<file path="src/rtl/spi_stat_pkg.sv">
package spi_stat_pkg;
    // state of one flag with its arming bit
    typedef struct packed {
        logic flag;
        logic arm;
    } flag_st_t;

    // bit positions inside the status byte
    localparam int STAT_W  = 8;
    localparam int RX_POS  = 7;
    localparam int TX_POS  = 5;
    localparam int MF_POS  = 4;

    // slave-select edge detector state
    typedef struct packed {
        logic ss_prev;
    } ss_st_t;
endpackage

</file>
<file path="src/rtl/spi_stat_flag.sv">
module spi_stat_flag
    import spi_stat_pkg::*;
#(
    parameter logic RST_VAL = 1'b0
) (
    input  logic clk,
    input  logic rst_n,
    input  logic set_ev,
    input  logic stat_rd,
    input  logic clr_acc,
    output logic flag,
    output logic arm
);
    flag_st_t st_d, st_q;

    always_comb begin
        st_d = st_q;
        // a status read captures whether the flag was seen set
        if (stat_rd) begin
            st_d.arm = st_q.flag;
        end
        // the second step completes only with a prior arm
        if (clr_acc && st_q.arm) begin
            st_d.flag = 1'b0;
            st_d.arm  = 1'b0;
        end
        // a fresh event wins and withdraws any pending clear
        if (set_ev) begin
            st_d.flag = 1'b1;
            st_d.arm  = 1'b0;
        end
    end

    always_ff @(posedge clk) begin
        if (!rst_n) begin
            st_q.flag <= RST_VAL;
            st_q.arm  <= 1'b0;
        end else begin
            st_q <= st_d;
        end
    end

    assign flag = st_q.flag;
    assign arm  = st_q.arm;
endmodule

</file>
<file path="src/rtl/spi_stat_decode.sv">
module spi_stat_decode #(
    parameter int          ADDR_W     = 3,
    parameter logic [ADDR_W-1:0] STAT_ADDR  = 3'h3,
    parameter logic [ADDR_W-1:0] CTRL1_ADDR = 3'h0,
    parameter logic [ADDR_W-1:0] DATA_ADDR  = 3'h4
) (
    input  logic              [ADDR_W-1:0] bus_addr,
    input  logic              bus_rd,
    input  logic              bus_wr,
    input  logic              bus_lane_hi,
    input  logic              bus_lane_lo,
    input  logic              wide,
    output logic              stat_rd,
    output logic              ctrl1_wr,
    output logic              rx_clr_acc
);
    logic data_rd;

    always_comb begin
        stat_rd  = bus_rd && (bus_addr == STAT_ADDR);
        ctrl1_wr = bus_wr && (bus_addr == CTRL1_ADDR);
        data_rd  = bus_rd && (bus_addr == DATA_ADDR);
        // the low lane finishes the receive clear; in 8-bit width a
        // word read does not qualify, in 16-bit width it does
        rx_clr_acc = data_rd && bus_lane_lo && (wide || !bus_lane_hi);
    end
endmodule

</file>
<file path="src/rtl/spi_stat_ssfall.sv">
module spi_stat_ssfall
    import spi_stat_pkg::*;
(
    input  logic clk,
    input  logic rst_n,
    input  logic ss_in,
    input  logic master_en,
    input  logic fault_det_en,
    output logic fault_ev
);
    ss_st_t st_d, st_q;

    always_comb begin
        st_d.ss_prev = ss_in;
        fault_ev     = st_q.ss_prev && !ss_in && master_en && fault_det_en;
    end

    always_ff @(posedge clk) begin
        if (!rst_n) begin
            st_q.ss_prev <= 1'b1;
        end else begin
            st_q <= st_d;
        end
    end
endmodule

</file>
<file path="src/rtl/spi_flag_status.sv">
module spi_flag_status
    import spi_stat_pkg::*;
#(
    parameter int          ADDR_W     = 3,
    parameter logic [ADDR_W-1:0] STAT_ADDR  = 3'h3,
    parameter logic [ADDR_W-1:0] CTRL1_ADDR = 3'h0,
    parameter logic [ADDR_W-1:0] DATA_ADDR  = 3'h4
) (
    input  logic              clk,
    input  logic              rst_n,
    input  logic [ADDR_W-1:0] bus_addr,
    input  logic              bus_rd,
    input  logic              bus_wr,
    input  logic              bus_lane_hi,
    input  logic              bus_lane_lo,
    output logic [STAT_W-1:0] bus_rdata,
    input  logic              ev_rx_load,
    input  logic              ev_tx_taken,
    input  logic              ev_tx_written,
    input  logic              ss_in,
    input  logic              master_en,
    input  logic              fault_det_en,
    input  logic              wide,
    input  logic              rx_irq_en,
    input  logic              tx_irq_en,
    input  logic              fault_irq_en,
    output logic              irq_rx,
    output logic              irq_tx,
    output logic              irq_fault
);
    logic stat_rd, ctrl1_wr, rx_clr_acc, fault_ev;
    logic rx_flag, rx_arm, tx_flag, tx_arm, mf_flag, mf_arm;

    spi_stat_decode #(
        .ADDR_W(ADDR_W), .STAT_ADDR(STAT_ADDR),
        .CTRL1_ADDR(CTRL1_ADDR), .DATA_ADDR(DATA_ADDR)
    ) u_dec (
        .bus_addr(bus_addr), .bus_rd(bus_rd), .bus_wr(bus_wr),
        .bus_lane_hi(bus_lane_hi), .bus_lane_lo(bus_lane_lo), .wide(wide),
        .stat_rd(stat_rd), .ctrl1_wr(ctrl1_wr), .rx_clr_acc(rx_clr_acc)
    );

    spi_stat_ssfall u_ss (
        .clk(clk), .rst_n(rst_n), .ss_in(ss_in), .master_en(master_en),
        .fault_det_en(fault_det_en), .fault_ev(fault_ev)
    );

    spi_stat_flag #(.RST_VAL(1'b0)) u_rx (
        .clk(clk), .rst_n(rst_n), .set_ev(ev_rx_load), .stat_rd(stat_rd),
        .clr_acc(rx_clr_acc), .flag(rx_flag), .arm(rx_arm)
    );

    spi_stat_flag #(.RST_VAL(1'b1)) u_tx (
        .clk(clk), .rst_n(rst_n), .set_ev(ev_tx_taken), .stat_rd(stat_rd),
        .clr_acc(ev_tx_written), .flag(tx_flag), .arm(tx_arm)
    );

    spi_stat_flag #(.RST_VAL(1'b0)) u_mf (
        .clk(clk), .rst_n(rst_n), .set_ev(fault_ev), .stat_rd(stat_rd),
        .clr_acc(ctrl1_wr), .flag(mf_flag), .arm(mf_arm)
    );

    always_comb begin
        bus_rdata = '0;
        if (stat_rd) begin
            bus_rdata[RX_POS] = rx_flag;
            bus_rdata[TX_POS] = tx_flag;
            bus_rdata[MF_POS] = mf_flag;
        end
        irq_rx    = rx_flag && rx_irq_en;
        irq_tx    = tx_flag && tx_irq_en;
        irq_fault = mf_flag && fault_irq_en;
    end
endmodule

</file>
<file path="config.mk">
export PLATFORM = sky130hd
export DESIGN_NAME = spi_flag_status
export DESIGN_NICKNAME = d
export VERILOG_FILES = /design/src/rtl/spi_stat_pkg.sv /design/src/rtl/spi_stat_flag.sv /design/src/rtl/spi_stat_decode.sv /design/src/rtl/spi_stat_ssfall.sv /design/src/rtl/spi_flag_status.sv
export SDC_FILE = /design/constraint.sdc
export NUM_CORES = 1
export LEC_CHECK = 0
export CAP_MARGIN = 20
export CORE_UTILIZATION = 25
export CTS_CLUSTER_DIAMETER = 60
export DETAILED_ROUTE_END_ITERATION = 6
export SYNTH_ARGS = -nofsm -noshare
export SYNTH_HDL_FRONTEND = slang
export SYNTH_SLANG_ARGS = --single-unit
</file>
<file path="constraint.sdc">
create_clock -name clk -period 2.3 [get_ports clk]
set_input_delay 0.575 -clock clk [delete_from_list [all_inputs] [get_ports clk]]
set_output_delay 0.575 -clock clk [all_outputs]
set_load 0.01 [all_outputs]
</file>
# [Word-level counts from Yosys, hierarchy flattened]
# Index checks and enable logic that the tools add are counted.
[word_totals] regBits=7 inputBits=19 out_inout_bits=11 elab_cells=42
[op_classes] eq_ne=2 n_mux=8 bitwise_logic=1 n_reduce_logical=24
[op_table] operator="1-bit logical AND" count=14
[op_table] operator="2-bit two-way mux" count=5
[op_table] operator="3-bit OR reduction" count=3
[op_table] operator="2-bit nonzero test" count=2
[op_table] operator="3-bit by 2-bit equality test with 1-bit output (second input constant)" count=1
[op_table] operator="3-bit equality test (second input constant)" count=1
[op_table] operator="3-bit zero test" count=1
[op_table] operator="1-bit two-way mux" count=3
[op_table] operator="1-bit zero test" count=2
[op_table] operator="2-bit OR reduction" count=1
[op_table] operator="1-bit logical OR" count=1
[op_table] operator="1-bit NOT" count=1

# [Logic depth before layout (Yosys ltp)]
# Gate-level depths: netlist of run 1.
[depth] ltp_word=7 depth_mapped=4 mapped_depth_nobuf=3

# [Hierarchy]
# From an unflattened synthesis of run 1, not the netlist that was laid out.
[hier_totals] hier_cells=41 area_unflattened_um2=426.7
[by_module_without_submodules] module="spi_stat_flag at u_mf ..." instances=2 cells_each=7 area_each_um2=83.8 seq_area_each_um2=40.0
[by_module_without_submodules] module="spi_stat_flag at u_tx" instances=1 cells_each=7 area_each_um2=87.6 seq_area_each_um2=40.0
[by_module_without_submodules] module="spi_flag_status" instances=1 cells_each=12 area_each_um2=78.8 seq_area_each_um2=0.0
[by_module_without_submodules] module="spi_stat_decode" instances=1 cells_each=5 area_each_um2=56.3 seq_area_each_um2=0.0
[by_module_without_submodules] module="spi_stat_ssfall" instances=1 cells_each=3 area_each_um2=36.3 seq_area_each_um2=20.0

# [Least setup slack after synthesis of run 1]
# OpenSTA, ideal clock, no wires.
[synth_timing] path_type="input -> output" from="input bus_addr[0]" to="output bus_rdata[4]" t_arrival_ns=1.087 required_ns=1.725 slack_ns=0.638 cell_stages=3 n_path_buf=1 path_cell_list="and4b_1 buf_6 and2_2"
[synth_between] elab_chain_cells=3
[synth_lines] element="from (decl)" line="spi_flag_status.sv:11" rtl="input logic [ADDR_W-1:0] bus_addr,"
[synth_lines] element="3-bit by 2-bit equality test with 1-bit output" line="spi_stat_decode.sv:20" rtl="stat_rd = bus_rd && (bus_addr == STAT_ADDR);"
[synth_lines] element="1-bit logical AND" line="spi_stat_decode.sv:20"
[synth_lines] element="2-bit two-way mux" line="spi_flag_status.sv:65" rtl="if (stat_rd) begin"
[synth_lines] element="to (decl)" line="spi_flag_status.sv:16" rtl="output logic [STAT_W-1:0] bus_rdata,"
# Every way passes these cells.

# [Final worst setup path of run 1]
[layout_timing] from="input fault_irq_en" to="output irq_fault"
[layout_between] elab_chain_cells=1
[layout_lines] element="from (decl)" line="spi_flag_status.sv:26" rtl="input logic fault_irq_en,"
[layout_lines] element="1-bit logical AND" line="spi_flag_status.sv:72" rtl="irq_fault = mf_flag && fault_irq_en;"
[layout_lines] element="to (decl)" line="spi_flag_status.sv:29" rtl="output logic irq_fault"
# Every way passes these cells.

==> flow_summary_export.csv, run 1 <==
group,metric,value,unit
status,status,"finished, final reports clean",
worst_setup_path,cp-end-kind,"output pin",
grt,antenna_found_initial,0,
pwr,power,0.000299,W
routing,drt_iter0_drc,3,
final_layout,drive_gt1_share,24.0,%
clocking,cts_made_buffers,3,
final_layout,num-nets-final,95,
final_layout,antenna_cells,0,
final_layout,fin_util,46.9,%
logic_synthesis,synth_area_per_cell,9.43,µm²
timing,setup_viol,0,
clocking,clkSlewWorstSetupHoldPaths,0.05,ns
timing,max_clock_freq,448,MHz
logic_synthesis,yosys_warnings,0,
worst_setup_path,critPathLaunch,"fault_irq_en",
timing,period_share,97.0,%
logic_synthesis,synth.cell_area,405,µm²
clocking,cts_num_sinks,7,
die,num_rows,14,
routing,drtPass1Iterations,3,
final_layout,layout_common_cells,"clkdlybuf4s50_1, dfxtp_1, nand2_1, buf_4, conb_1",
logic_synthesis,ys_seq_area_share,34.6,%
grt,grt_max_degree,9,
die,ios,30,
pwr,max-vdd-ir-drop,0.182,mV
worst_setup_path,timing.rr.start,"u_rx.arm$_SDFFE_PP0P_",
routing,drt-vias-per-instance,4.40,
worst_setup_path,cp.required,1.73,ns
die,die_x,42.3,µm
clocking,cts_hold_buf,0,
placement,gp_congestion,0.627,
grt,grt_pass1_wl,1450,µm
clocking,tritoncts,"built",
logic_synthesis,ys_ff_latch,7,
routing,wl_met1,339,µm
timing,hold_viol_final,0,
timing,rsz0062_at_grt,"no",
final_layout,final_common_cell,"clkdlybuf4s50_1",
routing,drcViolationCount,0,
die,die_h,42.3,µm
routing,via_count,400,
logic_synthesis,yosysUniqueCellTypes,18,
placement,io_buffers,24,
routing,dr_wl_met3,85,µm
clocking,cts_max_level,1,
worst_setup_path,worstSetupPathType,"in2out",
grt,overflow,0,
final_layout,areaGrowthSynthToFinish,74.4,%
routing,maxUsedRoutingLayer,"met4",
logic_synthesis,postSynthCellCount,43,
die,start_util,26.9,%
min_path,hold_start,"u_rx.flag$_SDFFE_PN0P_",
pwr,power.density,423,nW/µm²
timing,finClkSkew,0.000223,ns
routing,drt_wl_total,810,µm
routing,antenna_left,0,
pwr,leakage,0.306,nW
routing,wl_met2,374,µm
routing,wl_per_cell,8.90,µm
timing,setup_tns,0,ns
timing,finalMaxSlewViolations,0,
grt,first_global_vias,387,
placement,place_ws,-0.368,ns
worst_setup_path,cp.arrival,1.66,ns
die,coreArea,1510,µm²
die,die-area,1790,µm²
worst_setup_path,critPathMaxFanout,1,
timing,period_needed,2.23,ns
clocking,worst_skew_pair.late_latency,0.25,ns
min_path,min_path_type,"reg2reg",
timing,fin_ws,0.0682,ns
worst_setup_path,critPathLaunchType,"primary input",
flow_run,cap_violations,0,
grt,grt_usage,11.0,%
clocking,cts_buffer_depth,2,
clocking,ctsRootBufferMaster,"clkbuf_4",
## repair_timing
item,in CTS,in global routing
endpoints found under the hold margin,0,0
resized for setup,13,3
pin swaps,1,1
endpoints found under the setup margin,3,3
buffers inserted,2,0
## layer usage
layer  up-vias  track usage [%]
met5         -                0
met4         0             11.3
met3         2             3.45
met2        22             16.3
met1       172             11.9
li1        204                -
## Yosys cell counts
cell,number,share of area (%)
dfxtp_1,7,35
buf_6,1,2.8
nand2_1,6,5.6
o21ai_0,2,2.5
and2_2,3,5.6
inv_1,1,0.93
nor4b_2,2,7.4
nor4_1,1,1.5
nand4_1,1,1.5
mux2i_1,3,7.4
and2_1,3,4.6
a2111oi_2,1,3.7
nor3b_1,1,1.9
a21o_1,1,1.9
conb_1,1,0.93
buf_4,5,9.3
and4b_1,2,4.9
nand2b_1,2,3.1
## through the flow
stage,instances,hold slack [ns],area [µm²]
final,91,0.485,707
after global routing,91,0.534,707
after CTS,91,0.487,699
after detailed placement,85,0.477,662
after global placement,85,0.479,662
after floorplan,47,0.453,420
## report_power, final
group          switching, W  internal [W]
clock             0.0000437     0.0000661
combinational     0.0000195     0.0000419
sequential       0.00000243      0.000126
total             0.0000656      0.000233
## path summary, 6_finish.rpt
check	end	slack [ns]	depth (start not counted)
worst max-delay path	irq_fault	0.07	3
worst min-delay path	u_rx.flag$_SDFFE_PN0P_	0.49	2
worst max register to register	u_rx.flag$_SDFFE_PN0P_	1.15	3
worst min register to register	u_rx.flag$_SDFFE_PN0P_	0.49	2
## area by class of cell
cell class	count	area (µm²)
tap	16	20.0
inverter	1	3.75
multi-input combinational	33	229
fill	151	800
clock buffer	4	26.3
sequential	7	140
timing repair buffer	30	288
## logic make-up after synthesis
| kind of cell | synth area share, % |
|---|---|
| flops | 34.6 |
| simple gates | 36.1 |
| compound gates | 8.02 |
| other cells | 0.925 |
| buf+inv | 13.0 |
| mux | 7.41 |
## critical path, stage by stage
cell and delay, ns:
clkdlybuf4s50_1 0.44, and2_1 0.11, clkdlybuf4s50_1 0.53
## state kept, by name (all words and copies together), names as in the netlist
signal     flops
u_mf.arm       1
u_rx.flag      1
u_tx.flag      1
u_mf.flag      1
u_rx.arm       1
u_ss.st_q      1
u_tx.arm       1
Note: power is estimated with default switching activity, not from simulation.
==> run 2: changes to the inputs <==
Settings changed: CELL_PAD_IN_SITES_DETAIL_PLACEMENT from default to 2, CELL_PAD_IN_SITES_GLOBAL_PLACEMENT from default to 2, CORE_UTILIZATION 25 to 18, HOLD_SLACK_MARGIN from default to 0.12, PLACE_DENSITY_LB_ADDON from default to 0.1.
==> flow_summary_export.csv, run 2 (same netlist as run 1, synthesis figures left out) <==
group,metric,value,unit
status,status,"finished, final reports clean",
grt,grt_pass1_wl,2100,µm
final_layout,fin_util,36.4,%
worst_setup_path,critPathMaxFanout,1,
grt,antenna_found_initial,0,
die,num_rows,16,
worst_setup_path,worstSetupPathType,"in2out",
grt,overflow,0,
placement,io_buffers,24,
pwr,power_frac_seq,41.4,%
placement,gp_congestion,0.640,
worst_setup_path,crit_top_cell,"clkdlybuf4s50_1",
routing,via_count,427,
worst_setup_path,cp.required,1.73,ns
grt,grt_max_degree,9,
final_layout,layout_common_cells,"clkdlybuf4s50_1, buf_4, dfxtp_1",
grt,grt_usage,11.8,%
clocking,clkSlewWorstSetupHoldPaths,0.06,ns
placement,dp_hpwl,963,µm
timing,setup_viol,0,
worst_setup_path,regToRegSetupSlack,1.14,ns
pwr,power.switching,0.0000745,W
worst_setup_path,critPathTopFamily,"buffers and inverters",
die,coreArea,2040,µm²
routing,drt-vias-per-instance,4.03,
clocking,cts_buffer_depth,2,
final_layout,antenna_cells,0,
routing,drcViolationCount,0,
timing,max_clock_freq,444,MHz
die,ios,30,
worst_setup_path,cp-end-kind,"output pin",
clocking,ctsRootBufferMaster,"clkbuf_4",
die,die_h,49.5,µm
worst_setup_path,cpPeakStageDelay,0.53,ns
worst_setup_path,critPathSlowestCell,"clkdlybuf4s50_1",
timing,period_share,97.9,%
die,die_x,49.5,µm
clocking,cts_num_sinks,7,
pwr,max-vdd-ir-drop,0.239,mV
final_layout,nFillCells,249,
pwr,p_comb_share,21.3,%
pwr,p_int,0.000236,W
pwr,power.density,418,nW/µm²
worst_setup_path,path_cells,"clkdlybuf4s50_1 > and2_1 > clkdlybuf4s50_1",
clocking,worst_skew_pair.late_latency,0.25,ns
die,start_util,19.9,%
clocking,cts_hold_buf,0,
final_layout,num-nets-final,99,
min_path,min_path_type,"reg2reg",
flow_run,cap_violations,0,
final_layout,areaGrowthSynthToFinish,83.3,%
worst_setup_path,critPathLaunchType,"primary input",
timing,finalMaxSlewViolations,0,
pwr,pwr-share-clk,37.4,%
grt,first_global_vias,455,
routing,antenna_left,0,
routing,drt_iter0_drc,4,
clocking,cts_made_buffers,3,
routing,drt_wl_total,1240,µm
timing,rsz0062_at_grt,"no",
timing,period_needed,2.25,ns
final_layout,final_common_cell,"clkdlybuf4s50_1",
pwr,switching_share,24.0,%
routing,drtPass1Iterations,2,
pwr,leakage,0.329,nW
timing,hold_viol_final,0,
clocking,tritoncts,"built",
timing,setup_tns,0,ns
timing,finClkSkew,0.0000794,ns
worst_setup_path,worst-path-buf-inv,2,
clocking,cts_max_level,1,
die,die-area,2450,µm²
worst_setup_path,cp.arrival,1.68,ns
final_layout,drive_gt1_share,29.1,%
routing,wl_per_cell,11.7,µm
## run 2: cell types whose count changed in the layout (fill, tap and decap cells not counted)
cell	before	now
buf_4	6	9
buf_2	1	3
clkdlybuf4s15_1	1	0
## run 2: power by group through the flow
stage / clock network, W / registers, W / logic, W
final: 0.000116 / 0.000128 / 0.0000660
after global routing: 0.000130 / 0.000129 / 0.0000725
after CTS: 0.000122 / 0.000129 / 0.0000677
after detailed placement: 0 / 0.000131 / 0.0000654
after global placement: 0 / 0.000131 / 0.0000636
after floorplan: 0 / 0.000130 / 0.0000239
## run 2: area by class of cell
| class | count | area, µm² | share of cell area, % |
|---|---|---|---|
| clock buffers | 4 | 26.3 | 3.54 |
| inverters | 1 | 3.75 | 0.505 |
| multi-input cells | 33 | 229 | 30.8 |
| flip-flops and latches | 7 | 140 | 18.9 |
| well taps | 27 | 33.8 | 4.55 |
| repair buffers | 34 | 310 | 41.8 |
## run 2: per-stage QoR
step	cells	setup slack, ns	hold WS, ns	area (µm²)	total power, W
after global routing	106	0.00514	0.554	743	0.000331
after CTS	106	0.00998	0.505	732	0.000318
final	106	0.0487	0.502	743	0.000310
after detailed placement	97	-0.420	0.502	683	0.000197
after global placement	97	-0.368	0.483	683	0.000195
after floorplan	47	0.638	0.453	420	0.000154
## run 2: path summary, 6_finish.rpt
check | startpoint | end | cells after the start
max | fault_irq_en | irq_fault | 3
min reg2reg | u_rx.flag$_SDFFE_PN0P_ | u_rx.flag$_SDFFE_PN0P_ | 2
min | u_rx.flag$_SDFFE_PN0P_ | u_rx.flag$_SDFFE_PN0P_ | 2
max reg2reg | u_rx.arm$_SDFFE_PP0P_ | u_rx.flag$_SDFFE_PN0P_ | 3
## run 2: what timing repair did
item / CTS / global route
gates resized for setup: 14 / 4
pin swaps: 0 / 1
buffers inserted: 5 / 0
endpoints found under the setup margin: 3 / 3
## run 2: layer usage
metal | share of wire (%) | track usage [%] | up-vias
met5 | 0 | 0 | -
met4 | 0 | 1.43 | 0
met3 | 7.4 | 6.48 | 0
met2 | 51 | 21.0 | 20
met1 | 41 | 12.5 | 196
li1 | - | - | 211
## run 2: worst register-to-register path: stages, from the launching register on
cell and delay [ns]:
dfxtp_1 0.35, nand4_1 0.10, a2111oi_2 0.43, o21ai_0 0.14
